--- src/rtl/qdac_pkg.sv ---
package qdac_pkg;

  typedef enum logic [3:0] {
    OP_IDLE,
    OP_CLEAR,
    OP_LOAD,
    OP_XFER,
    OP_FULL,
    OP_PART,
    OP_MODEW,
    OP_RDCODE,
    OP_RDMODE
  } op_e;

  // number of nibbles an access covers
  function automatic int span_of(input logic [1:0] wsel, input int full);
    int n;
    case (wsel)
      2'd0:    n = 1;
      2'd1:    n = 2;
      default: n = full;
    endcase
    return n;
  endfunction

endpackage

--- src/rtl/qdac_decode.sv ---
module qdac_decode #(
  parameter int QW = 3
) (
  input  logic          cs_n,
  input  logic          rd_n,
  input  logic          ld_n,
  input  logic          xfer_n,
  input  logic          msel_n,
  input  logic          clr_n,
  input  logic [QW-1:0] quad_n,
  output qdac_pkg::op_e op
);
  import qdac_pkg::*;

  logic picked;
  assign picked = !cs_n && (quad_n == '0);

  always_comb begin
    op = OP_IDLE;
    if (!clr_n) begin
      op = OP_CLEAR;
    end else if (!cs_n && !rd_n) begin
      // read owns the cycle; foreign group does nothing
      if (picked) begin
        if (msel_n)      op = OP_RDCODE;
        else if (xfer_n) op = OP_RDMODE;
      end
    end else if (picked && !msel_n) begin
      op = OP_MODEW;
    end else if (picked && !xfer_n) begin
      op = ld_n ? OP_FULL : OP_PART;
    end else if (picked && !ld_n) begin
      op = OP_LOAD;
    end else if (cs_n && !xfer_n) begin
      op = OP_XFER;
    end
  end

endmodule

--- src/rtl/qdac_chan.sv ---
module qdac_chan #(
  parameter int W  = 12,
  parameter int PW = 2
) (
  input  logic          clk,
  input  logic          rst_n,
  input  logic          clear,
  input  logic          load_en,
  input  logic          pass_en,
  input  logic          copy_en,
  input  logic [W-1:0]  wdata,
  input  logic [1:0]    wsel,
  input  logic [PW-1:0] psel,
  output logic [W-1:0]  first_q,
  output logic [W-1:0]  second_q
);
  localparam int NIB = W / 4;

  function automatic logic [W-1:0] merge(input logic [W-1:0] old,
                                         input logic [W-1:0] d,
                                         input int span, input int off);
    logic [W-1:0] r;
    r = old;
    for (int j = 0; j < NIB; j++) begin
      if (j < span && (j + off) < NIB) r[4*(j+off) +: 4] = d[4*j +: 4];
    end
    return r;
  endfunction

  logic [W-1:0] merged;
  assign merged = merge(first_q, wdata, qdac_pkg::span_of(wsel, NIB), int'(psel));

  always_ff @(posedge clk or negedge rst_n) begin
    if (!rst_n) begin
      first_q  <= '0;
      second_q <= '0;
    end else if (clear) begin
      first_q  <= '0;
      second_q <= '0;
    end else begin
      if (load_en || pass_en) first_q <= merged;
      if (pass_en)            second_q <= merged;
      else if (copy_en)       second_q <= first_q;
    end
  end

  p_clear_zero_r1: assert property (@(posedge clk) disable iff (!rst_n)
    clear |=> (first_q == '0 && second_q == '0));

  p_copy_rank_r3: assert property (@(posedge clk) disable iff (!rst_n)
    (copy_en && !pass_en && !clear) |=> second_q == $past(first_q));

  p_pass_both_r4: assert property (@(posedge clk) disable iff (!rst_n)
    (pass_en && !clear) |=> second_q == first_q);

  p_hold_out_r2: assert property (@(posedge clk) disable iff (!rst_n)
    !(pass_en || copy_en || clear) |=> $stable(second_q));

endmodule

--- src/rtl/qdac_rdmux.sv ---
module qdac_rdmux #(
  parameter int W      = 12,
  parameter int PW     = 2,
  parameter int MODE_W = 8
) (
  input  logic              clk,
  input  logic              rst_n,
  input  logic              rd_code,
  input  logic              rd_mode,
  input  logic [W-1:0]      code_in,
  input  logic [MODE_W-1:0] mode_in,
  input  logic [1:0]        wsel,
  input  logic [PW-1:0]     psel,
  output logic [W-1:0]      rdata,
  output logic              rdata_oe
);
  localparam int NIB = W / 4;

  function automatic logic [W-1:0] pick(input logic [W-1:0] src,
                                        input int span, input int off);
    logic [W-1:0] r;
    r = '0;
    for (int j = 0; j < NIB; j++) begin
      if (j < span && (j + off) < NIB) r[4*j +: 4] = src[4*(j+off) +: 4];
    end
    return r;
  endfunction

  logic [W-1:0] src;
  int           span;
  assign src  = rd_mode ? W'(mode_in) : code_in;
  assign span = qdac_pkg::span_of(wsel, NIB);

  always_ff @(posedge clk or negedge rst_n) begin
    if (!rst_n) begin
      rdata    <= '0;
      rdata_oe <= 1'b0;
    end else begin
      rdata_oe <= rd_code || rd_mode;
      rdata    <= (rd_code || rd_mode) ? pick(src, span, int'(psel)) : '0;
    end
  end

  p_oe_after_read_r7: assert property (@(posedge clk) disable iff (!rst_n)
    (rd_code || rd_mode) |=> rdata_oe);

  p_oe_release_r9: assert property (@(posedge clk) disable iff (!rst_n)
    !(rd_code || rd_mode) |=> (!rdata_oe && rdata == '0));

endmodule

--- src/rtl/qdac_regif.sv ---
module qdac_regif #(
  parameter int              W        = 12,
  parameter int              NCH      = 4,
  parameter int              QW       = 3,
  parameter int              MODE_W   = 8,
  parameter logic [MODE_W-1:0] MODE_RST = 8'h3C,
  localparam int             CH_AW    = $clog2(NCH),
  localparam int             PW       = $clog2(W / 4)
) (
  input  logic             clk,
  input  logic             rst_n,
  input  logic             cs_n,
  input  logic             rd_n,
  input  logic             ld_n,
  input  logic             xfer_n,
  input  logic             msel_n,
  input  logic             clr_n,
  input  logic [QW-1:0]    quad_n,
  input  logic [CH_AW-1:0] chan_sel,
  input  logic [1:0]       wid_sel,
  input  logic [PW-1:0]    part_sel,
  input  logic [W-1:0]     wdata,
  output logic [W-1:0]     rdata,
  output logic             rdata_oe,
  output logic [NCH*W-1:0] dac_code
);
  import qdac_pkg::*;

  op_e               op;
  logic [MODE_W-1:0] mode_q;
  logic [W-1:0]      first_a  [NCH];
  logic [W-1:0]      second_a [NCH];
  logic              clear;

  qdac_decode #(.QW(QW)) u_dec (
    .cs_n(cs_n), .rd_n(rd_n), .ld_n(ld_n), .xfer_n(xfer_n),
    .msel_n(msel_n), .clr_n(clr_n), .quad_n(quad_n), .op(op)
  );

  assign clear = (op == OP_CLEAR);

  always_ff @(posedge clk or negedge rst_n) begin
    if (!rst_n)              mode_q <= MODE_RST;
    else if (clear)          mode_q <= MODE_RST;
    else if (op == OP_MODEW) mode_q <= wdata[MODE_W-1:0];
  end

  for (genvar i = 0; i < NCH; i++) begin : g_ch
    logic hit;
    assign hit = (chan_sel == CH_AW'(i));

    qdac_chan #(.W(W), .PW(PW)) u_ch (
      .clk(clk), .rst_n(rst_n), .clear(clear),
      .load_en(op == OP_LOAD && hit),
      .pass_en(op == OP_FULL || (op == OP_PART && hit)),
      .copy_en(op == OP_XFER),
      .wdata(wdata), .wsel(wid_sel), .psel(part_sel),
      .first_q(first_a[i]), .second_q(second_a[i])
    );

    assign dac_code[i*W +: W] = second_a[i];
  end

  qdac_rdmux #(.W(W), .PW(PW), .MODE_W(MODE_W)) u_rd (
    .clk(clk), .rst_n(rst_n),
    .rd_code(op == OP_RDCODE), .rd_mode(op == OP_RDMODE),
    .code_in(first_a[chan_sel]), .mode_in(mode_q),
    .wsel(wid_sel), .psel(part_sel),
    .rdata(rdata), .rdata_oe(rdata_oe)
  );

  p_read_blocks_write_r10: assert property (@(posedge clk) disable iff (!rst_n)
    (!cs_n && !rd_n && clr_n) |=> ($stable(dac_code) && $stable(mode_q)));

  p_foreign_group_r11: assert property (@(posedge clk) disable iff (!rst_n)
    (!cs_n && quad_n != '0 && clr_n) |=> ($stable(dac_code) && $stable(mode_q)));

  p_load_keeps_out_r2: assert property (@(posedge clk) disable iff (!rst_n)
    (!cs_n && quad_n == '0 && !ld_n && xfer_n && msel_n && rd_n && clr_n)
      |=> $stable(dac_code));

  p_mode_hold_r8: assert property (@(posedge clk) disable iff (!rst_n)
    (clr_n && !(!cs_n && quad_n == '0 && !msel_n && rd_n)) |=> $stable(mode_q));

endmodule

--- config.mk ---
export PLATFORM = sky130hd
export DESIGN_NAME = qdac_regif
export DESIGN_NICKNAME = d
export VERILOG_FILES = /design/src/rtl/qdac_pkg.sv /design/src/rtl/qdac_decode.sv /design/src/rtl/qdac_chan.sv /design/src/rtl/qdac_rdmux.sv /design/src/rtl/qdac_regif.sv
export SDC_FILE = /design/constraint.sdc
export NUM_CORES = 1
export LEC_CHECK = 0
export BUFFER_PORTS_ARGS = -buffer_cell sky130_fd_sc_hd__clkbuf_2
export CAP_MARGIN = 25
export CORE_UTILIZATION = 54
export CTS_CLUSTER_SIZE = 28
export DETAILED_ROUTE_END_ITERATION = 8
export PLACE_DENSITY = 0.86
export SYNTH_ARGS = -nofsm -noshare
export SYNTH_HDL_FRONTEND = slang
export SYNTH_SLANG_ARGS = --single-unit
--- constraint.sdc ---
create_clock -name clk -period 1.33 [get_ports clk]
set_input_delay 0.399 -clock clk [delete_from_list [all_inputs] [get_ports clk]]
set_output_delay 0.399 -clock clk [all_outputs]
set_load 0.005 [all_outputs]
==> results of run 1 <==
==> metal layers <==
metal,overflow,GRT usage
met5,0,0.2206
met4,17,0.7594
met3,0,0.6421
met2,25,0.9476
met1,0,0.8396
==> synthesized netlist by cell type (4+ instances only) <==
library cell	number
nor2_1	25
a31oi_1	4
ha_1	7
or3b_2	5
o21ai_0	14
mux2_2	33
a22oi_1	32
dfrtp_1	113
mux2i_1	9
buf_2	14
a2111oi_0	4
clkbuf_1	40
nand2b_1	7
o2111ai_1	4
inv_1	8
a211oi_1	32
a41oi_1	8
nor2b_1	7
buf_1	12
nor3_1	16
a21oi_1	41
nand4_1	22
mux4_2	12
nand4b_1	12
o22ai_1	4
o211ai_1	13
and2_1	25
a221o_1	20
and3_1	37
o311a_1	24
or2_2	9
nor4_1	6
nand3_1	47
o31ai_1	8
nand2_1	71
dfstp_2	4
==> logic make-up after synthesis <==
group | Yosys count | synth area share
xor gates and xnor gates | 1 | 0.001172
DFF | 117 | 0.3925
buffers and inverters | 77 | 0.04253
AOI/OAI and AO/OA | 223 | 0.2311
and+or+nand+nor | 302 | 0.2200
muxes | 56 | 0.1010
adders and majority gates | 7 | 0.01172
==> stage by stage <==
step,instances,worst slack (ns)
2_1_floorplan,783,-1.140
3_3_place_gp,1211,-1.177
3_5_place_dp,1211,-1.279
4_1_cts,1272,-0.5908
==> timing repair <==
action | CTS
endpoints found under the setup margin | 147
setup buffers | 31
resized for setup | 106
endpoints found under the hold margin | 14
pin swaps | 34
hold buffers | 1
==> impl_results.md, run 1 <==
- Seq cells post-synth: 117
- Synthesized area: 7472 sq um
- Mapped Cells: 783
- Io pins: 90
- Rows: 42
- Log Error: [ERROR GRT-0232] Routing congestion too high. Check the congestion heatmap in the GUI.
- H-tree depth: 4
- Initial Utilization: 0.5598
- Port bufs: 89
- Dominant cell type by area after synthesis: dfrtp_1
- CTS Sinks: 117
- Pin count of the biggest net entering global routing: 48
- Die Y: 119.6 um
- Longest Clk Path Bufs: 2
- GRT Resource Usage Total: 0.7993
- Dpl cell area: 10230 sq um
- Most used flip-flop cell after synthesis: dfrtp_1
- Asr flop ratio synth: 1.000
- Status: stopped before the end
- EDFF count, synth: 0
- Worst endpoint type: register data pin
- Root buffer cell: clkbuf_16
- Failing step: 5_1_grt
- Yosys warning count: 0
- Post-synth cell types: 62
- Worst endpoint from the post-global-route timing repair: g_ch[3].u_ch.first_q[2]$_DFFE_PN0P_/D
- Post-synth top area share: 0.3784
- Largest cells by area after synthesis: dfrtp_1 (38%), mux2_2 (5.0%), mux4_2 (3.6%)
- CTS Buf Count: 17
- Die width: 119.6 um
- Syn nets: 819
- DP Wirelength: 21.37 mm
- Post-synthesis sequential area ratio: 0.3925
- Placer congestion estimate: 1.016
- Grt ovf: 42
- Syn Area/Cell: 9.543 sq um
==> inputs of run 2 (changes only) <==
Settings changed: CORE_UTILIZATION 54 to 40, CTS_CLUSTER_SIZE 28 to unset, PLACE_DENSITY 0.86 to unset, PLACE_DENSITY_LB_ADDON set to 0.15.
Clock period 1.33 ns to 1.7 ns, I/O delays scaled along.
==> impl_results.md, run 2 <==
- Vias in the first global route: 8230
- DR pass1 iterations: 7
- Largest cells by area after synthesis: dfrtp_1 (38%), mux2_2 (5.0%), mux4_2 (3.6%)
- Synthesized area: 7472 sq um (unchanged)
- Routed WL per cell: 23.04 um
- Metal3 WL: 2.012 mm
- Rows: 49 (+17%)
- Initial antenna violation count: 0
- # fillers: 1341
- Final setup viols: 116
- Asr flop ratio synth: 1.000 (unchanged)
- Syn Area/Cell: 9.543 sq um (unchanged)
- Largest vdd supply drop: 0.7642 mV
- CTS Sinks: 117 (unchanged)
- Port bufs: 89 (unchanged)
- Post-CTS Hold Buffers: 0 (-1)
- H-tree depth: 4 (unchanged)
- Layout area overhead: 63.55%
- MaxCap Viol Count: 0
- Startpoint Class: input port
- CP Class: input port to register
- Sum Neg Setup Slack: -30.85 ns
- Grt ovf: 0
- Number of max-slew violations in the final report: 0
- Aggregate routed wire length: 30.26 mm
- DR WL met2: 14.69 mm
- Placer congestion estimate: 0.9154 (-9.9%)
- Total power: 9207 uW
- Full die area: 19230 sq um
- Most used flip-flop cell after synthesis: dfrtp_1
- DRT iter0 DRCs: 569
- Worst min-delay path class: input port to asynchronous set/reset pin
- Worst stage delay on the critical path: 0.40 ns
- Vias: 8191
- Die Y: 138.7 um (+16%)
- Status: finished, violations left
- Most common cell in the netlist: dfrtp_1
- Worst R2R Path Depth: 4
- Clock Skews: 0.006295 ns
- Yosys warning count: 0 (unchanged)
- Failing checks: design-rule violations, negative setup slack
- CP arrival: 2.40 ns
- GRT Resource Usage Total: 0.3139
- CTS Buf Count: 17 (unchanged)
- Worst slew pin tran: 0.5243 ns
- Setup crit end: g_ch[3].u_ch.first_q[0]
- Final hold vios: 0
- Final worst-path setup slack: -0.3913 ns
- Worst r2r dst: u_rd.rdata[5]
- Place WS: -1.039 ns (+0.2402 ns)
- RR Startpoint: g_ch[2].u_ch.first_q[5]
- CP required: 2.01 ns
- Post-route DRC violation count: 11
- DP Wirelength: 20.79 mm (-2.7%)
- Reg-to-reg setup timing slack: 0.04 ns
- Clock Pin Slew Worst Setup and Hold Paths: 0.06 ns
- CP max stage cell: a2111o_1
- Diodes inserted: 0
- Maximum fanout along the worst path: 7
- Most Frequent Cell on Critical Path: buf_6
- Syn nets: 819 (unchanged)
- Post-synth cell types: 62 (unchanged)
- Clock Latency Late Sink: 0.43 ns
- Vias/cell: 6.238
- Root buffer cell: clkbuf_16
- First-pass GRT wire length: 46.82 mm
- Critical path cell sequence: buf_6 > a2111o_1 > a222oi_1 > buf_4 > buf_6 > o2111a_2 > nor2_4 > buf_8 > a221o_1
- Seq cells post-synth: 117 (unchanged)
- Uppermost layer routed: met4
- Initial Utilization: 0.4117 (-0.1481)
- Final ANT Viol Nets: 0
- Longest Clk Path Bufs: 2 (unchanged)
- Leak: 0.005688 uW
- Largest regs: g_ch.u_ch.first_q: 48 flops, g_ch.u_ch.second_q: 48 flops, u_rd.rdata: 12 flops
- Post-synth top area share: 0.3784 (unchanged)
- Crit path from: ld_n
- Mapped Cells: 783 (unchanged)
- Kind of end point of the critical path: register
- Period minus WS final: 2.091 ns
- Share of cells above drive strength 1: 0.5406
- RSZ-0062 raised after global routing: true
- Max_slew headroom: 0.6505
- CTS tree: done
- PwrDens: 753.4 nW/um^2
- Met1 wire length: 12.77 mm
- Core area: 18150 sq um
- Final Cycle Share: 1.230
- Post-synthesis sequential area ratio: 0.3925 (unchanged)
- Max frequency: 478.2 MHz
- Pin count of the biggest net entering global routing: 79
- Most frequent cells in the layout: buf_4 (185), dfrtp_1 (113), clkbuf_2 (79)
- Dominant cell type by area after synthesis: dfrtp_1
- Io pins: 90 (unchanged)
- Commonest non-fill, non-tap cell in the layout: buf_4
- Nets: 1107
- Die width: 138.7 um (+16%)
- EDFF count, synth: 0 (unchanged)
- Synth cell count leaders: dfrtp_1 (113), nand2_1 (71), nand3_1 (47)
[run 2: cell counts after synthesis]
No cell type changed its count.
[run 2: how the worst min path moves through the flow]
| stage | end | depth (start not counted) | slack (ns) | from |
|---|---|---|---|---|
| 2_1_floorplan | g_ch[0].u_ch.first_q[0] | 0 | 0.21 | rst_n |
| 3_5_place_dp | mode_q[6] | 2 | 0.53 | mode_q[6] |
| 3_3_place_gp | mode_q[6] | 2 | 0.50 | mode_q[6] |
| 5_1_grt | g_ch[3].u_ch.second_q[10] | 2 | 0.14 | rst_n |
| 6_report | g_ch[0].u_ch.first_q[11] | 2 | 0.11 | rst_n |
| 4_1_cts | g_ch[0].u_ch.first_q[11] | 2 | 0.14 | rst_n |
[run 2: kinds of logic (layout without fill, tap and decap cells)]
family | after synthesis | after routing | synth area share
and+or+nand+nor | 302 | 302 | 0.2200
AOI/OAI and AO/OA | 223 | 223 | 0.2311
DFF | 117 | 117 | 0.3925
buffers and inverters | 77 | 378 | 0.04253
muxes | 56 | 56 | 0.1010
adders and majority gates | 7 | 7 | 0.01172
xor gates and xnor gates | 1 | 1 | 0.001172
[run 2: metrics by stage]
stage,area (sq um),hold slack (ns),utilization,std cells
after global placement,10060,0.4992,0.5545,1233
final,12220,0.1064,0.6734,1313
after global routing,12220,0.1431,0.6734,1313
after CTS,11760,0.1439,0.6482,1303
after detailed placement,10060,0.5310,0.5545,1233
after floorplan,8132,0.2144,-,783
[run 2: cell type report]
cell class | count | area, sq um | area share
flip-flops and latches | 117 | 2933 | 0.2400
well taps | 229 | 286.5 | 0.02345
clock inverters | 14 | 222.7 | 0.01822
repair buffers | 337 | 2861 | 0.2342
multi-input cells | 589 | 5433 | 0.4446
clock buffers | 18 | 439.2 | 0.03594
inverters | 9 | 45.04 | 0.003686
[run 2: metal layers]
| metal | global-route usage | vias to the layer above |
|---|---|---|
| li1 | - | 3645 |
| met1 | 0.4159 | 4145 |
| met2 | 0.5183 | 338 |
| met3 | 0.05283 | 63 |
| met4 | 0.1129 | 0 |
| met5 | 0 | - |
[run 2: report_power, final]
group	total, uW	internal, uW	switching [uW]
combinational	2090	1030	1070
clock	4090	2660	1440
sequential	3020	2900	119
total	9210	6590	2620
[run 2: worst max-delay path, delay by kind of cell]
kind,cells,cell delay (ns)
buffers and inverters,4,0.54
AND/OR/NAND/NOR,1,0.06
AO/OA/AOI/OAI,4,1.28
[run 2: timing repair]
action	in CTS	in global routing
setup buffers	34	12
gates cloned	4	1
resized for setup	148	92
endpoints found under the setup margin	116	117
pin swaps	50	56
Note: power is estimated with default switching activity, not from simulation.
==> inputs of run 3 (changes only) <==
Settings changed: SYNTH_HIERARCHICAL set to 1.
Clock period 1.7 ns to 2.2 ns, I/O delays scaled along.
==> impl_results.md, run 3 <==
- Status: finished, violations left
- Failing checks: negative setup slack
- Post-synth top area share: 0.3325 (-0.04598)
- Nets: 1246 (+13%)
- Worst slew pin tran: 0.6371 ns (+0.1128 ns)
- Final setup viols: 54 (-53%)
- Die Y: 147.8 um (+6.6%)
- Largest cells by area after synthesis: dfrtp_1 (33%), a211oi_1 (5.6%), ha_1 (4.9%)
- CTS tree: done
- Initial Utilization: 0.4137 (+0.001957)
- Port bufs: 89 (unchanged)
- Largest vdd supply drop: 0.4288 mV (-44%)
- Vias in the first global route: 8439 (+2.5%)
- Setup crit end: g_ch[1].u_ch/first_q[9]
- Yosys warning count: 6 (+6)
- H-tree depth: 4 (unchanged)
- Max frequency: 434.2 MHz
- Kind of end point of the critical path: register
- RR Startpoint: g_ch[2].u_ch/first_q[6]
- Initial antenna violation count: 0 (unchanged)
- Multi-input logic area: 6041 sq um (+11%)
- Dominant cell type by area after synthesis: dfrtp_1
- First-pass GRT wire length: 47.78 mm (+2.1%)
- Longest Clk Path Bufs: 2 (unchanged)
- Placed Instances: 1392 (+13%)
- Period minus WS final: 2.303 ns
- Sequential power share: 0.348 (+0.020)
- Leak: 0.005336 uW (-6.2%)
- Aggregate routed wire length: 32.05 mm (+5.9%)
- Seq cells post-synth: 117 (unchanged)
- Pin count of the biggest net entering global routing: 50 (-37%)
- Most frequent cells in the layout: buf_4 (192), dfrtp_1 (113), clkbuf_2 (83)
- Largest regs: g_ch.u_ch/first_q: 48 flops, g_ch.u_ch/second_q: 48 flops, u_rd/rdata: 12 flops
- Switching share of power: 0.3097 (+0.02498)
- Vias: 8842 (+7.9%)
- Io pins: 90 (unchanged)
- CP required: 2.56 ns (+0.55 ns)
- Final worst-path setup slack: -0.1031 ns (+0.2882 ns)
- Max_slew headroom: 0.5753 (-0.07520)
- Core area: 20560 sq um (+13%)
- MaxCap Viol Count: 0 (unchanged)
- Synthesized area: 8506 sq um (+14%)
- Most used flip-flop cell after synthesis: dfrtp_1
- P_int: 4641 uW (-30%)
- Post-route DRC violation count: 0 (-11)
- Post-synthesis sequential area ratio: 0.3448 (-0.04769)
- Final ANT Viol Nets: 0 (unchanged)
- Clk network pwr share: 0.419 (-0.025)
- Mapped Cells: 902 (+15%)
- Startpoint Class: input port
- Final Cycle Share: 1.047
- Clock Skews: 0.01049 ns (+0.004195 ns)
- Psw: 2083 uW (-21%)
- Worst r2r dst: u_rd/rdata[6]
- Full die area: 21850 sq um (+14%)
- Worst R2R Path Depth: 4 (unchanged)
- Sum Neg Setup Slack: -2.088 ns (+28.76 ns)
- Reg area: 2933 sq um (unchanged)
- Vias/cell: 6.027 (-3.4%)
- Layout area overhead: 48.34%
- Die width: 147.8 um (+6.6%)
- Rows: 52 (+6.1%)
- Root buffer cell: clkbuf_16
- Reg-to-reg setup timing slack: 0.59 ns (+0.55 ns)
- Diodes inserted: 0 (unchanged)
- Non-filler instance count after layout: 1467 (+12%)
- Clock Latency Late Sink: 0.43 ns (about the same)
- CP arrival: 2.66 ns (+0.26 ns)
- Syn Area/Cell: 9.430 sq um (-1.2%)
- Most common cell in the netlist: dfrtp_1
- CP Class: input port to register
- EDFF count, synth: 0 (unchanged)
- PwrDens: 532.9 nW/um^2 (-29%)
- Routed WL per cell: 21.85 um (-5.2%)
- Crit path from: quad_n[2]
- Post-CTS Hold Buffers: 0 (unchanged)
- Comb pwr share: 0.233 (+0.006)
- Worst min-delay path class: input port to asynchronous set/reset pin
- # fillers: 1738 (+30%)
- Maximum fanout along the worst path: 6 (-1)
- Clock Pin Slew Worst Setup and Hold Paths: 0.06 ns (about the same)
- CP max stage cell: or4b_4
- Syn nets: 964 (+18%)
- DR pass1 iterations: 9 (+2)
- CTS Sinks: 117 (unchanged)
- Worst stage delay on the critical path: 0.56 ns (+0.16 ns)
- Asr flop ratio synth: 1.000 (unchanged)
- DRT iter0 DRCs: 848 (+49%)
- Grt ovf: 0 (unchanged)
- GRT Resource Usage Total: 0.2866 (-0.02735)
- RSZ-0062 raised after global routing: true
- Synth cell count leaders: dfrtp_1 (113), nand2_1 (76), a21oi_1 (68)
- DP Wirelength: 22.13 mm (+6.4%)
- Placer congestion estimate: 0.9183 (+0.32%)
- Post-synth cell types: 70 (+13%)
- Critical path cell sequence: buf_6 > nor3_4 > a21oi_1 > a21oi_1 > buf_4 > or4b_4 > nor2_4 > nor3_4 > buf_12 > or2_4 > o21ai_2
- Final hold vios: 0 (unchanged)
- Commonest non-fill, non-tap cell in the layout: buf_4
- Number of max-slew violations in the final report: 0 (unchanged)
- Min Hold Slack: 0.1289 ns (+0.02251 ns)
- CTS Buf Count: 17 (unchanged)
- Share of cells above drive strength 1: 0.4770 (-0.06356)
[run 3: cell types whose count changed in the layout (fill, tap and decap cells not counted), sizes merged, moves of 26 or more]
cell / before / now
a21oi: 41 / 68
nor2b: 7 / 50
nand3: 47 / 4
and3: 37 / 10
o21ai: 14 / 52
ha: 7 / 33
a211oi: 32 / 68
mux2: 35 / 0
[run 3: layer usage]
metal	global-route usage	up-vias	routed length, um	share of wire
met2	0.4368	407	14680	0.46
met5	0	-	0	0
met3	0.04660	69	2500	0.078
li1	-	4058	-	-
met1	0.4064	4308	14000	0.44
met4	0.1088	0	881	0.027
[run 3: critical path, delay by kind of cell]
kind	cells	cell delay [ns]
simple gates	5	1.26
buf+inv	3	0.40
compound gates	3	0.33
[run 3: kinds of logic (layout without fill, tap and decap cells)]
logic type,after synthesis,count (layout),share of synthesized area
multiplexers,37,37,0.06119
flip-flops,117,117,0.3448
AND/OR/NAND/NOR,306,307,0.2215
adder cells (fa/ha/maj),33,33,0.04854
buffers and inverters,80,374,0.04575
AO/OA/AOI/OAI,329,329,0.2782
[run 3: cell type report]
type	instances	share of cell area
sequential	117	0.2324
clock buffer	18	0.03481
timing repair buffer	320	0.2083
inverter	22	0.006743
clock inverter	14	0.01220
multi-input combinational	706	0.4788
tap	270	0.02678
[run 3: power by group through the flow]
stage / combinational (uW) / clock [uW] / sequential, uW
2_1_floorplan: 754 / 0 / 2300
4_1_cts: 1400 / 2830 / 2330
5_1_grt: 1670 / 2940 / 2340
3_5_place_dp: 1330 / 0 / 2370
6_report: 1570 / 2820 / 2340
3_3_place_gp: 1320 / 0 / 2370
[run 3: worst min path at each step]
stage	endpoint	startpoint	slack (ns)	depth (start not counted)
after global routing	g_ch[2].u_ch/second_q[5]	rst_n	0.15	1
after CTS	g_ch[2].u_ch/second_q[7]	rst_n	0.13	1
after detailed placement	g_ch[3].u_ch/first_q[11]	g_ch[3].u_ch/first_q[11]	0.55	2
final	g_ch[2].u_ch/second_q[11]	rst_n	0.13	1
after global placement	g_ch[3].u_ch/first_q[11]	g_ch[3].u_ch/first_q[11]	0.55	2
after floorplan	g_ch[0].u_ch/first_q[0]	rst_n	0.36	0
[run 3: per-stage QoR]
stage	area, sq um	total power, uW	setup WS (ns)	utilization
floorplan	8885	3058	-0.3346	-
detailed placement	10720	3693	-0.6222	0.5213
global route	12620	6959	-0.1659	0.6137
CTS	11790	6560	-0.07569	0.5736
finish	12620	6724	-0.1031	0.6137
global placement	10720	3684	-0.6293	0.5213
[run 3: what timing repair did]
item,4_1_cts,5_1_grt
endpoints found under the hold margin,0,0
endpoints found under the setup margin,96,106
buffers inserted,17,22
gates cloned,4,6
pin swaps,40,62
resized for setup,62,130
